## config.mk

```make
export PLATFORM = sky130hd
export DESIGN_NAME = crc_par_engine
export DESIGN_NICKNAME = d
export VERILOG_FILES = /design/src/rtl/crc_par_pkg.sv /design/src/rtl/crc_bit_step.sv /design/src/rtl/crc_word_next.sv /design/src/rtl/crc_par_engine.sv
export SDC_FILE = /design/constraint.sdc
export NUM_CORES = 1
export LEC_CHECK = 0
export BUFFER_PORTS_ARGS = -buffer_cell sky130_fd_sc_hd__buf_4
export CAP_MARGIN = 20
export CORE_ASPECT_RATIO = 0.8
export CORE_MARGIN = 10
export CORE_UTILIZATION = 39
export DETAILED_ROUTE_END_ITERATION = 10
export PLACE_DENSITY = 0.69
export SYNTH_ARGS = -nofsm -noshare
export SYNTH_HDL_FRONTEND = slang
export SYNTH_SLANG_ARGS = --single-unit
```

## constraint.sdc

```tcl
create_clock -name clk -period 3.8 [get_ports clk]
set_clock_uncertainty 0.1 [all_clocks]
set_input_delay 0.38 -clock clk [delete_from_list [all_inputs] [get_ports clk]]
set_output_delay 0.38 -clock clk [all_outputs]
set_load 0.005 [all_outputs]
```

## src/rtl/crc_par_pkg.sv

```systemverilog
package crc_par_pkg;
   // upper bound kept modest so unrolled chains stay small
   localparam int unsigned CRC_MAX_W  = 64;
   localparam int unsigned DATA_MAX_W = 128;

   // the constant coefficient of a usable generator must be set
   function automatic bit poly_has_unit(input logic [CRC_MAX_W-1:0] p);
      return p[0];
   endfunction
endpackage

```

## src/rtl/crc_bit_step.sv

```systemverilog
module crc_bit_step #(
   parameter int unsigned    CRC_W = 8,
   parameter logic [CRC_W-1:0] POLY  = 8'h07
) (
   input  logic [CRC_W-1:0] rem_i,
   input  logic             bit_i,
   output logic [CRC_W-1:0] rem_o
);
   logic fb;

   // divide by G: the bit leaving the top meets the incoming message bit
   assign fb    = rem_i[CRC_W-1] ^ bit_i;
   assign rem_o = {rem_i[CRC_W-2:0], 1'b0} ^ (fb ? POLY : '0);
endmodule

```

## src/rtl/crc_word_next.sv

```systemverilog
module crc_word_next #(
   parameter int unsigned    CRC_W  = 8,
   parameter int unsigned    DATA_W = 8,
   parameter logic [CRC_W-1:0] POLY   = 8'h07
) (
   input  logic [CRC_W-1:0]  rem_i,
   input  logic [DATA_W-1:0] data_i,
   output logic [CRC_W-1:0]  rem_o
);
   logic [CRC_W-1:0] stage [DATA_W+1];

   assign stage[0] = rem_i;

   // unrolled divider: stage k has absorbed the k oldest bits (MSB first)
   for (genvar k = 0; k < DATA_W; k++) begin : g_step
      crc_bit_step #(
         .CRC_W (CRC_W),
         .POLY  (POLY)
      ) u_step (
         .rem_i (stage[k]),
         .bit_i (data_i[DATA_W-1-k]),
         .rem_o (stage[k+1])
      );
   end

   assign rem_o = stage[DATA_W];
endmodule

```

## src/rtl/crc_par_engine.sv

```systemverilog
module crc_par_engine #(
   parameter int unsigned    CRC_W  = 8,
   parameter int unsigned    DATA_W = 8,
   parameter logic [CRC_W-1:0] POLY   = 8'h07
) (
   input  logic              clk,
   input  logic              rst_n,
   input  logic              sof_i,
   input  logic              valid_i,
   input  logic [DATA_W-1:0] data_i,
   input  logic              eof_i,
   output logic [CRC_W-1:0]  crc_o,
   output logic              chk_ok_o
);
   import crc_par_pkg::*;

   localparam logic [CRC_MAX_W-1:0] POLY_EXT = CRC_MAX_W'(POLY);

   // elaboration-time parameter checks
   if (CRC_W < 2 || CRC_W > CRC_MAX_W) begin : g_bad_crc_w
      $error("crc_par_engine: CRC_W out of range");
   end
   if (DATA_W < 1 || DATA_W > DATA_MAX_W) begin : g_bad_data_w
      $error("crc_par_engine: DATA_W out of range");
   end
   if (!poly_has_unit(POLY_EXT)) begin : g_bad_poly
      $error("crc_par_engine: POLY needs its constant term");
   end

   logic [CRC_W-1:0] rem_q;
   logic [CRC_W-1:0] rem_base;
   logic [CRC_W-1:0] rem_word;
   logic [CRC_W-1:0] rem_d;
   logic             ok_q;

   // a start discards history before this cycle's word is applied
   assign rem_base = sof_i ? '0 : rem_q;

   crc_word_next #(
      .CRC_W  (CRC_W),
      .DATA_W (DATA_W),
      .POLY   (POLY)
   ) u_next (
      .rem_i  (rem_base),
      .data_i (data_i),
      .rem_o  (rem_word)
   );

   assign rem_d = valid_i ? rem_word : rem_base;

   always_ff @(posedge clk or negedge rst_n) begin
      if (!rst_n) begin
         rem_q <= '0;
      end else begin
         rem_q <= rem_d;
      end
   end

   // frame-end verdict; an end in the same cycle as a start takes precedence
   always_ff @(posedge clk or negedge rst_n) begin
      if (!rst_n) begin
         ok_q <= 1'b0;
      end else if (eof_i) begin
         ok_q <= (rem_d == '0);
      end else if (sof_i) begin
         ok_q <= 1'b0;
      end
   end

   assign crc_o    = rem_q;
   assign chk_ok_o = ok_q;
endmodule

```

==> impl_results.md <==
- Outcome: finished clean
- Quantity of hold-fixing buffers added after cts: 1
- Overall Global Routing Usage: 9.767%
- Initial core utilization: 40.68%
- Clock sink total: 9
- Largest net degree at the start of global routing: 19
- Synth Net Count: 121
- CP top delay family: simple AND/OR/NAND/NOR gates
- Cells after synthesis: 108
- Critical path cell sequence: xor2_1 > a21o_1 > a211oi_1 > o21ai_1 > or4_1 > or4_1 > o31ai_2
- Tcrit/Tclk final: 69.49%
- Port Buffers: 21
- Tmin final: 2.641 ns
- Relative slew slack: 72.14%
- Post-CTS Setup Bufs: 0
- Crit path arrival time: 2.71 ns
- Final Max Tran Viols: 0
- Most frequent cells in the layout: 21 x buf_4, 9 x xnor2_1, 9 x dfrtp_1
- TritonRoute pass-1 iters: 4
- Core region area: 0.002442 mm^2
- Synth Register Bits: 9
- Post-DP HPWL: 1908 um
- CP most frequent cell: or4_1
- Via count: 870
- First-pass GRT wire length: 4057 um
- Sequential area share after synthesis: 22.67%
- Final cell count without fillers: 166
- Fmax: 0.3787 GHz
- Critical path buffers and inverters: 0
- Die height: 65.14 um
- Drt drc: 0
- Layout Utilization: 48.62%
- Initial antenna violation count: 0
- Worst vdd ir: 0.3885 mV
- Worst-skew pair later-pin latency: 0.26 ns
- 1st-iter DRT viols: 23
- CTS tree: done
- Routed wire length: 2449 um
- Critical path class: reg2reg
- RSZ-0062 raised after global routing: false
- Reg clk slew, reported paths: 0.06 ns
- Antenna cell count: 0
- Startpoint types: flip-flop
- Least-Margin Pin Slew: 0.4179 ns
- Die width: 76.43 um
- Max-cap violations: 0
- Drt wl/cell: 14.75 um
- Clk buf depth: 2
- Commonest non-fill, non-tap cell in the layout: buf_4
- H-Tree Level Count: 1
- Drt via density: 5.241
- Synthesis Warnings: 0
- Area grow syn2layout: 19.52%
- Worst Hold Class: in2reg
- IO Count: 22
- Setup ws final: 1.159 ns
- Die area: 0.004979 mm^2
- Synth async-reset ratio: 100.0%
- GR Overflow Total: 0
- Yosys cell types: 38
- Pleak: 0.5651 nW
- Slowest Stage Delay on Critical Path: 0.60 ns
- Share of layout cells above drive strength 1: 25.38%
- Row count: 16
- Worst slack, placed: 1.088 ns
- Crit Path Max Fanout: 12
- Synth Flop Type: dfrtp_1
- Crit path max-delay cell type: dfrtp_1
- Number of synthesized flops with an enable pin: 0
- Post_cts resized: 0
- Post-route antenna net violation count: 0
- Post-Syn Area: 993.5 um^2
- RePlAce Congestion: 0.8211
- Vias in the first global route: 829
- Nets: 144
- Post-Syn Area per Cell: 9.199 um^2
- Placed cells: 161
- Hold Slack: 0.3097 ns
- Final Hold Vio Count: 0
- Root Buffer: clkbuf_4
- Setup TNS: 0 ns
- Number of buffers created by CTS: 3
- PD cells: 711.0 mW/mm^2
- Final setup fails: 0
- CP endpoint kind: flip-flop
- Crit path required time: 3.87 ns
[cell usage after synthesis (2+ instances only)]
master     number  share of area (%)
xnor3_1         4                9.1
nor2b_1         4                2.5
xor2_1          4                3.5
clkbuf_8        3                4.2
mux2i_1         5                5.0
xnor2_1         9                7.9
a2bb2oi_1       2                1.8
dfrtp_1         9                 23
nand2_1         8                3.0
mux2_2          2                2.3
a21o_2          2                1.8
o22ai_1         4                2.5
or4_1           2                1.5
nand3_1         3                1.5
inv_1           5                1.9
nand2b_1        2                1.3
o21ai_0         7                3.5
a21oi_1         6                3.0
nor2_1          8                3.0
[where the power goes]
group          internal, W  total [W]  switching (W)
sequential        0.000137   0.000222      0.0000845
combinational     0.000304   0.000549       0.000245
clock            0.0000404  0.0000731      0.0000327
[per-stage QoR]
step	area [um^2]	power (W)
final	1187	0.0008442
after global routing	1187	0.0009324
after CTS	1187	0.0008502
after detailed placement	1151	0.0007726
after global placement	1151	0.0007546
after floorplan	993.5	0.0006177
[flip-flops by register name, indices dropped and copies added, names as in the netlist]
register	cells
chk_ok_o	1
crc_o	8
[final cells by class]
class | instances | area (um^2)
Inverter | 5 | 18.77
Sequential cell | 9 | 225.2
Clock buffer | 4 | 26.28
Timing Repair Buffer | 22 | 167.7
Tap cell | 36 | 45.04
Multi-Input combinational cell | 90 | 704.4
Fill cell | 248 | 1255
[layer usage]
metal  global-route usage (%)  part of all wire [%]  vias to the layer above
li1                         -                     -                      434
met1                    12.69                    51                      405
met2                    15.78                    43                       29
met3                    2.853                   6.0                        2
met4                    2.083                  0.20                        0
met5                        0                     0                        -
[worst paths after layout]
kind / slack, ns / start / depth (start not counted) / end
worst max-delay path: 1.16 / crc_o[6] / 7 / chk_ok_o
worst min-delay path: 0.31 / eof_i / 4 / chk_ok_o
worst max register to register: 1.16 / crc_o[6] / 7 / chk_ok_o
worst min register to register: 0.45 / chk_ok_o / 2 / chk_ok_o
max in group asynchronous: 3.08 / rst_n / 2 / crc_o[2]
min in group asynchronous: 0.38 / rst_n / 2 / crc_o[6]
[kinds of logic (layout without fill, tap and decap cells)]
group | count (synthesis) | count (layout) | synth area share, %
AO/OA/AOI/OAI | 32 | 32 | 21.79
XOR/XNOR | 19 | 19 | 25.31
buffers and inverters | 9 | 31 | 6.423
flip-flops | 9 | 9 | 22.67
multiplexers | 7 | 7 | 7.305
AND/OR/NAND/NOR | 32 | 32 | 16.50
[worst register-to-register path: stages (launching register included)]
cell	delay [ns]
dfrtp_1	0.60
xor2_1	0.20
a21o_1	0.21
a211oi_1	0.24
o21ai_1	0.12
or4_1	0.49
or4_1	0.42
o31ai_2	0.18
(Power assumes the default switching activity.)
